==> src/rtl/lcd_seq_pkg.sv <==
package lcd_seq_pkg;

    typedef enum logic [1:0] {
        ST_IDLE  = 2'd0,
        ST_PRIME = 2'd1,
        ST_RUN   = 2'd2
    } seq_state_t;

    localparam int LVL_W = 3;

    function automatic logic [LVL_W-1:0] top_level(input logic [2:0] sel);
        logic [LVL_W-1:0] t;
        unique case (sel)
            3'd0:    t = 3'd1;
            3'd1:    t = 3'd2;
            3'd2:    t = 3'd3;
            3'd3:    t = 3'd4;
            default: t = 3'd5;
        endcase
        return t;
    endfunction

endpackage

==> src/rtl/lcd_tick_div.sv <==
module lcd_tick_div #(
    parameter int DIV_W = 16
) (
    input  logic             clk,
    input  logic             rst,
    input  logic             clr,
    input  logic [DIV_W-1:0] lim,
    output logic             tick
);
    logic [DIV_W-1:0] cnt;

    always_ff @(posedge clk) begin
        if (rst || clr)
            cnt <= '0;
        else if (cnt >= lim)
            cnt <= '0;
        else
            cnt <= cnt + 1'b1;
    end

    assign tick = !clr && (cnt >= lim);
endmodule

==> src/rtl/lcd_phase_seq.sv <==
module lcd_phase_seq
    import lcd_seq_pkg::*;
#(
    parameter int PH_W = 4
) (
    input  logic            clk,
    input  logic            rst,
    input  logic            en,
    input  logic            tick,
    input  logic [PH_W-1:0] com_num,
    input  logic            wave_b,
    output logic            running,
    output logic            load,
    output logic [PH_W-1:0] phase,
    output logic            pol
);
    seq_state_t state, state_nx;
    logic       wrap;

    assign wrap = tick && (phase >= com_num);

    // state register
    always_ff @(posedge clk) begin
        if (rst)
            state <= ST_IDLE;
        else
            state <= state_nx;
    end

    // next state
    always_comb begin
        state_nx = state;
        unique case (state)
            ST_IDLE:  if (en) state_nx = ST_PRIME;
            ST_PRIME: state_nx = en ? ST_RUN : ST_IDLE;
            ST_RUN:   if (!en) state_nx = ST_IDLE;
            default:  state_nx = ST_IDLE;
        endcase
    end

    // outputs
    always_comb begin
        running = 1'b0;
        load    = 1'b0;
        unique case (state)
            ST_IDLE:  ;
            ST_PRIME: load = 1'b1;
            ST_RUN: begin
                running = 1'b1;
                load    = wrap;
            end
            default: ;
        endcase
    end

    // phase and polarity counters
    always_ff @(posedge clk) begin
        if (rst || state != ST_RUN) begin
            phase <= '0;
            pol   <= 1'b0;
        end else if (tick) begin
            phase <= wrap ? '0 : phase + 1'b1;
            if (!wave_b || wrap)
                pol <= ~pol;
        end
    end
endmodule

==> src/rtl/lcd_pin_drv.sv <==
module lcd_pin_drv
    import lcd_seq_pkg::*;
#(
    parameter int MAX_COM = 16,
    parameter int PH_W    = 4
) (
    input  logic               drive,
    input  logic               is_com,
    input  logic [PH_W-1:0]    com_idx,
    input  logic [PH_W-1:0]    phase,
    input  logic               pol,
    input  logic               invert,
    input  logic [LVL_W-1:0]   top,
    input  logic [MAX_COM-1:0] pix,
    output logic [LVL_W-1:0]   code
);
    logic on;

    always_comb begin
        on   = pix[phase] ^ invert;
        code = '0;
        if (drive) begin
            if (is_com) begin
                if (com_idx == phase)
                    code = pol ? '0 : top;
                else
                    code = pol ? top - 1'b1 : 3'd1;
            end else begin
                if (on)
                    code = pol ? top : '0;
                else
                    code = pol ? 3'd1 : top - 1'b1;
            end
        end
    end
endmodule

==> src/rtl/lcd_mux_seq.sv <==
module lcd_mux_seq
    import lcd_seq_pkg::*;
#(
    parameter int NPINS   = 8,
    parameter int MAX_COM = 16,
    parameter int DIV_W   = 16,
    localparam int PH_W   = $clog2(MAX_COM),
    localparam int SEG_W  = NPINS * MAX_COM
) (
    input  logic                   clk,
    input  logic                   rst,
    input  logic                   en,
    input  logic [DIV_W-1:0]       div_lim,
    input  logic [PH_W-1:0]        com_num,
    input  logic [2:0]             bias_sel,
    input  logic                   wave_b,
    input  logic                   invert,
    input  logic [NPINS-1:0]       pin_is_com,
    input  logic [NPINS*PH_W-1:0]  pin_com_sel,
    input  logic [SEG_W-1:0]       seg_next,
    output logic                   frame_req,
    output logic [NPINS*LVL_W-1:0] pin_lvl
);
    logic             tick, running, load, pol;
    logic [PH_W-1:0]  phase;
    logic [SEG_W-1:0] shadow;
    logic [LVL_W-1:0] top;

    assign top       = top_level(bias_sel);
    assign frame_req = load;

    lcd_tick_div #(.DIV_W(DIV_W)) u_div (
        .clk (clk),
        .rst (rst),
        .clr (!running),
        .lim (div_lim),
        .tick(tick)
    );

    lcd_phase_seq #(.PH_W(PH_W)) u_seq (
        .clk    (clk),
        .rst    (rst),
        .en     (en),
        .tick   (tick),
        .com_num(com_num),
        .wave_b (wave_b),
        .running(running),
        .load   (load),
        .phase  (phase),
        .pol    (pol)
    );

    always_ff @(posedge clk) begin
        if (rst)
            shadow <= '0;
        else if (load)
            shadow <= seg_next;
    end

    for (genvar p = 0; p < NPINS; p++) begin : g_pin
        lcd_pin_drv #(.MAX_COM(MAX_COM), .PH_W(PH_W)) u_drv (
            .drive  (running),
            .is_com (pin_is_com[p]),
            .com_idx(pin_com_sel[p*PH_W +: PH_W]),
            .phase  (phase),
            .pol    (pol),
            .invert (invert),
            .top    (top),
            .pix    (shadow[p*MAX_COM +: MAX_COM]),
            .code   (pin_lvl[p*LVL_W +: LVL_W])
        );
    end
endmodule

==> config.mk <==
export PLATFORM = sky130hd
export DESIGN_NAME = lcd_mux_seq
export DESIGN_NICKNAME = d
export VERILOG_FILES = /design/src/rtl/lcd_seq_pkg.sv /design/src/rtl/lcd_tick_div.sv /design/src/rtl/lcd_phase_seq.sv /design/src/rtl/lcd_pin_drv.sv /design/src/rtl/lcd_mux_seq.sv
export SDC_FILE = /design/constraint.sdc
export NUM_CORES = 1
export LEC_CHECK = 0
export ABC_AREA = 1
export CAP_MARGIN = 20
export CORE_MARGIN = 10
export CORE_UTILIZATION = 40
export DETAILED_ROUTE_END_ITERATION = 10
export GPL_ROUTABILITY_DRIVEN = 0
export PLACE_DENSITY = 0.67
export RECOVER_POWER = 50
export SETUP_SLACK_MARGIN = 0.2
export SYNTH_ARGS = -nofsm -noshare
export SYNTH_HDL_FRONTEND = slang
export SYNTH_SLANG_ARGS = --single-unit
==> constraint.sdc <==
create_clock -name clk -period 2.1 [get_ports clk]
set_clock_uncertainty 0.1 [all_clocks]
set_input_delay 0.21 -clock clk [delete_from_list [all_inputs] [get_ports clk]]
set_output_delay 0.21 -clock clk [all_outputs]
set_load 0.03 [all_outputs]
# ---- Word-level counts from Yosys, hierarchy flattened
# Cells that the tools add are included.
dict set report op_classes {
  add_sub_neg 3
  order_cmp 3
  eq_ne 16
  n_reduce_logical 12
  bitwise_logic 9
  muxes 60
}
# op n
set ops {}
lappend ops {{3-bit 2-to-1 mux} 36}
lappend ops {{1-bit binary-select mux with 4-bit select} 8}
lappend ops {{4-bit == test} 8}
lappend ops {{16-bit by 1-bit adder with 16-bit output (second input constant)} 1}
lappend ops {{16-bit greater-or-equal comparator} 1}
lappend ops {{3-bit one-hot mux with 4 select lines} 1}
lappend ops {{1-bit 2-to-1 mux} 9}
lappend ops {{1-bit bitwise XOR} 8}
lappend ops {{3-bit by 2-bit == test with 1-bit output (second input constant)} 2}
lappend ops {{2-bit 2-to-1 mux} 3}
lappend ops {{2-bit != test (second input constant)} 3}
lappend ops {{2-bit one-hot mux with 3 select lines} 1}
lappend ops {{4-bit by 5-bit less-than comparator with 1-bit output (second input constant)} 1}
lappend ops {{4-bit by 1-bit adder with 4-bit output (second input constant)} 1}
lappend ops {{4-bit greater-or-equal comparator} 1}
lappend ops {{4-bit 2-to-1 mux} 1}
lappend ops {{2-bit AND reduction} 2}
lappend ops {{3-bit by 1-bit == test with 1-bit output (second input constant)} 1}
lappend ops {{3-bit logical NOT} 1}
lappend ops {{1-bit logical OR} 3}
lappend ops {{3-bit by 1-bit subtractor with 3-bit output (second input constant)} 1}
lappend ops {{2-bit by 1-bit == test with 1-bit output (second input constant)} 1}
lappend ops {{2-bit == test (second input constant)} 1}
lappend ops {{1-bit logical AND} 2}
lappend ops {{5 further kinds} 6}
dict set report word_totals {
  out_inout_bits 25
  register_bits 151
  wordCells 108
}

# ---- Logic depth before layout (Yosys ltp)
dict set report depth {
  word_depth 7
  mapped_depth 18
}

# ---- Hierarchy
# Synthesis repeated with hierarchy kept, for this count alone.
dict set report hier_totals {
  cells_unflattened 1866
  area_unflattened_um2 11040.6
}
# module area_per_inst_um2 cells_per_inst n_inst seq_area_each_um2
set modules_own_cells {}
lappend modules_own_cells {lcd_mux_seq 5243.8 820 1 2562.5}
lappend modules_own_cells {lcd_pin_drv 515.5 102 8 0.0}
lappend modules_own_cells {lcd_tick_div 1181.1 164 1 320.3}
lappend modules_own_cells {lcd_phase_seq 491.7 66 1 140.1}

# ---- Worst setup path before layout
# OpenSTA, ideal clock, no wires.
dict set report synth_path {
  kind {register to output}
  start {register u_seq.state[0]}
  end {output port frame_req}
  path_stages_with_launch 7
  t_required_ps 1790
  slack_ps -350
  t_arrival_ps 2140
  path_cell_list {dfxtp_1 inv_1 ha_1 clkbuf_1 clkbuf_1 clkbuf_1 a21boi_0}
}
dict set report synth_between {
  elab_chain_len 5
  elab_cells_between_ends 6
  cone_classes {2 x eq/ne; 2 x mux; 2 x reduce/logical}
}
# element line
set synth_lines {}
lappend synth_lines {{start, declared} lcd_phase_seq.sv:17} ;# seq_state_t state, state_nx;
lappend synth_lines {{start signal, assigned} lcd_phase_seq.sv:27} ;# state <= state_nx;
lappend synth_lines {{2-bit == test} lcd_phase_seq.sv:45} ;# unique case (state)
lappend synth_lines {{1-bit 2-to-1 mux} lcd_phase_seq.sv:45}
lappend synth_lines {{1-bit logical AND} lcd_tick_div.sv:21} ;# assign tick = !clr && (cnt >= lim);
lappend synth_lines {{1-bit logical AND} lcd_phase_seq.sv:20} ;# assign wrap = tick && (phase >= com_num);
lappend synth_lines {{1-bit one-hot mux with 2 select lines *} lcd_phase_seq.sv:45}
lappend synth_lines {{end, declared} lcd_mux_seq.sv:21} ;# output logic frame_req,
# Mark *: on every way between the ends. The rest lies on a longest branch, timed or not.

# ---- Final worst setup path
dict set report layout_path {
  start {register u_seq.phase[0]}
  end {output port pin_lvl[13]}
}
dict set report layout_between {
  elab_chain_len 6
  elab_cells_between_ends 8
  cone_classes {1 x eq/ne; 6 x mux; 1 x bitwise}
}
# element line
set layout_lines {}
lappend layout_lines {{start, declared} lcd_phase_seq.sv:14} ;# output logic [PH_W-1:0] phase,
lappend layout_lines {{start signal, assigned} lcd_phase_seq.sv:62} ;# phase <= wrap ? '0 : phase + 1'b1;
lappend layout_lines {{1-bit binary-select mux with 4-bit select} lcd_pin_drv.sv:20} ;# on = pix[phase] ^ invert;
lappend layout_lines {{1-bit 2-to-1 mux (implied by the code)} lcd_pin_drv.sv:20}
lappend layout_lines {{1-bit bitwise XOR} lcd_pin_drv.sv:20}
lappend layout_lines {{3-bit 2-to-1 mux} lcd_pin_drv.sv:29} ;# if (on)
lappend layout_lines {{3-bit 2-to-1 mux *} lcd_pin_drv.sv:23} ;# if (is_com) begin
lappend layout_lines {{3-bit 2-to-1 mux *} lcd_pin_drv.sv:22} ;# if (drive) begin
lappend layout_lines {{end, declared} lcd_mux_seq.sv:22} ;# output logic [NPINS*LVL_W-1:0] pin_lvl
# Mark *: on every way between the ends. The rest lies on a longest branch, timed or not. The select of a mux whose other input is x is not followed.

==> results.py <==
metrics = {
    "outcome": {
        "status": "finished, violations left",
        "violations": "setup timing",
    },
    "pwr": {
        "power_mw": 8.76,
        "cellPowerDensity_nw_per_um2": 493,
        "switchingPower_mw": 2.79,
        "pwr-share-seq_pct": 35.4,
        "p_leak_nw": 7.61,
        "pwr-share-clk_pct": 33.6,
        "power.share.combinational_pct": 31.0,
        "swShare_pct": 31.9,
        "ir_drop_mv": 0.387,
        "internal_power_mw": 5.96,
    },
    "setup_path": {
        "r2r_setup_slack_ns": -0.26,
        "arrival_ns": 2.26,
        "timing.rr.start": "u_div.cnt[13]",
        "path_cells": "buf_8 -> buf_12 -> buf_16 -> nand2_2 -> nand3_2 -> nand3_2 -> nand3_4 -> nand2_4 -> nand2_4 -> nand3_2 -> nand3_2 -> a21oi_4 -> buf_6",
        "critical-path-slowest-cell": "dfxtp_4",
        "path_buf_inv": 4,
        "slowest_delay_ns": 0.39,
        "path_class": "register to output port",
        "worst_setup_path_end_kind": "output port",
        "rr_worst_depth": 13,
        "crit_required_ns": 1.79,
        "crit_fanout": 6,
        "crit_top_cell": "nand3_2",
        "rr_endpoint": "shadow[3]",
        "start_kind": "register",
        "critPathTopFamily": "simple AND/OR/NAND/NOR gates",
    },
    "logic_synthesis": {
        "synth_most_common_cell": "nand2_1",
        "synth_common_cells": "nand2_1, inv_1, nand3_1",
        "synth_largest_area_cell": "dfxtp_1",
        "synth_top_cell_area_share_pct": 28.1,
        "synth_cell_types": 38,
        "synth_nets": 1948,
        "syn_area_um2": 10800,
        "netlist_instances": 1727,
        "synth_top_flop_cell": "dfxtp_1",
        "yosysWarnings": 0,
        "yosysSeqAreaShare_pct": 28.1,
        "ys_ff_latch": 151,
        "avgSynthCellArea_um2": 6.23,
        "async_reset_ff_share_pct": 0,
        "synth_edf_count": 0,
        "ys_top_cells_by_area": "dfxtp_1, nand2_1, nand3_1",
    },
    "grt": {
        "grt_use_met1_pct": 26.2,
        "grt_pass1_wl_um": 58100,
        "grt_max_degree": 99,
        "track_usage_pct": 20.9,
        "grt_pass1_vias": 11500,
        "grtUsageMet3_pct": 4.39,
        "use_met2_pct": 34.9,
        "antenna_found_initial": 0,
        "busiest_layer": "met2",
        "gr-total-overflow": 0,
    },
    "die": {
        "die_y_um": 184,
        "pin_count": 221,
        "placementRows": 59,
        "coreArea_um2": 26300,
        "die_w_um": 184,
        "die-area_um2": 33900,
        "start_util_pct": 40.9,
    },
    "min_path": {
        "whs_path_depth": 5,
        "holdPathEnd": "shadow[69]",
        "hold_class": "primary input to register",
        "worstHoldStart": "seg_next[69]",
    },
    "drt": {
        "drcViolationCount": 0,
        "firstDrtPassIters": 5,
        "ant_nets": 0,
        "first_iter_violations": 809,
        "vias_per_cell": 5.05,
        "routed_wl_um": 39100,
        "vias": 11900,
        "wire_per_inst_um": 16.5,
    },
    "cts": {
        "clockRootBuffer": "clkbuf_16",
        "cts_tree": "built",
        "htree_levels": 4,
        "clock_sinks": 151,
        "clk_pin_slew_worst_paths_ns": 0.06,
        "numCtsBuffers": 17,
        "cts_hold_buf": 0,
        "clockBufferDepth": 2,
        "clk_latency_ns": 0.43,
    },
    "sta": {
        "grt_setup_unrepaired": "yes",
        "max_freq_mhz": 389,
        "setup_viol": 153,
        "fin_crit_ns": 2.57,
        "period_share_pct": 123,
        "fin_hold_ws_ns": 0.314,
        "hold_violations": 0,
        "final_max_slew_viol_count": 0,
        "worst_slew_pin_slew_ns": 0.513,
        "worst_slack_ns": -0.473,
        "maxSlewHeadroom_pct": 65.8,
    },
    "cells_and_area": {
        "n_fill_cell": 2107,
        "fin_area_um2": 17800,
        "area_growth_pct": 65.1,
        "diodes": 0,
        "fin_nets": 2240,
        "layout-drive-gt1-share_pct": 33.7,
        "final_util_pct": 67.6,
    },
    "place": {
        "placement.io_buffers": 220,
        "post-dp-hpwl_um": 24500,
        "dpl-instance-area_um2": 14200,
    },
    "run": {
        "cap_violations": 0,
    },
}
-- layer usage --
layer | wire length [um] | share of wire, %
met5 | 0 | 0
met3 | 2210 | 5.7
met1 | 17000 | 43
met4 | 805 | 2.1
met2 | 19200 | 49
-- flip-flops by register name, indices dropped and copies added (netlist names) --
name and flops:
u_seq.pol 1, u_seq.state 2, u_seq.phase 4, shadow 128, u_div.cnt 16
-- final cells by class --
type	instances	area, um^2	share of cell area (%)
inverter	295	1120	6.33
sequential	151	3050	17.2
tap	335	419	2.36
multi-input combinational	1179	8040	45.3
timing repair buffer	375	4580	25.8
clock inverter	11	100	0.564
clock buffer	20	447	2.51
-- placed cells by master, fill, tap and decap left out, drive strengths merged, types with 9 or more instances in the layout --
cell,instances
nand2,399
nor2,188
a21oi,164
ha,25
nor3,9
clkdlybuf4s50,195
nand3,309
clkbuf,30
dfxtp,151
xor2,36
inv,295
buf,170
o211ai,23
-- power by group through the flow --
stage | combinational, mW | sequential, mW | clock (mW)
final | 2.72 | 3.10 | 2.94
after global routing | 2.93 | 3.11 | 3.11
after CTS | 2.33 | 3.09 | 2.96
after detailed placement | 1.98 | 3.16 | 0
after global placement | 1.95 | 3.15 | 0
after floorplan | 1.33 | 3.14 | 0
-- cells by family (layout without fill, tap and decap cells) --
family / Yosys count / count (layout) / synth area share (%)
AOI/OAI and AO/OA: 200 / 200 / 9.97
adders and majority gates: 25 / 25 / 2.91
xor gates and xnor gates: 37 / 37 / 3.01
buffers and inverters: 403 / 701 / 17.0
and+or+nand+nor: 911 / 917 / 39.0
DFF: 151 / 151 / 28.1
-- worst max path at each step --
stage                   start          end  slack [ns]  depth (start not counted)
2_1_floorplan  u_seq.state[0]    frame_req        0.08                          6
3_3_place_gp       div_lim[3]   shadow[11]       -0.52                         16
3_5_place_dp       div_lim[3]    shadow[7]       -0.59                         16
4_1_cts        u_seq.phase[0]  pin_lvl[13]       -0.46                         13
5_1_grt        u_seq.phase[1]   pin_lvl[7]       -0.58                         11
6_report       u_seq.phase[0]  pin_lvl[13]       -0.47                         13
-- tightest hold or removal path: stages --
cell and delay [ns]:
clkdlybuf4s50_1 0.39, inv_1 0.06, nand3_2 0.06, nand2_1 0.05
nor2_1 0.03
-- through the flow --
step / TNS (ns) / setup slack, ns / std cells
after global placement: -59.29 / -0.515 / 2269
after detailed placement: -66.31 / -0.594 / 2269
after floorplan: 0 / 0.0834 / 1727
after global routing: -51.85 / -0.581 / 2366
final: -36.45 / -0.473 / 2366
after CTS: -27.18 / -0.455 / 2336
-- repair_timing --
action                     in CTS  in global routing
gates cloned                   22                 16
gates resized for setup       192                220
pin swaps                      59                 81
setup endpoints to repair     158                174
buffers inserted               14                 14
Power figures use the tool's default switching activity.
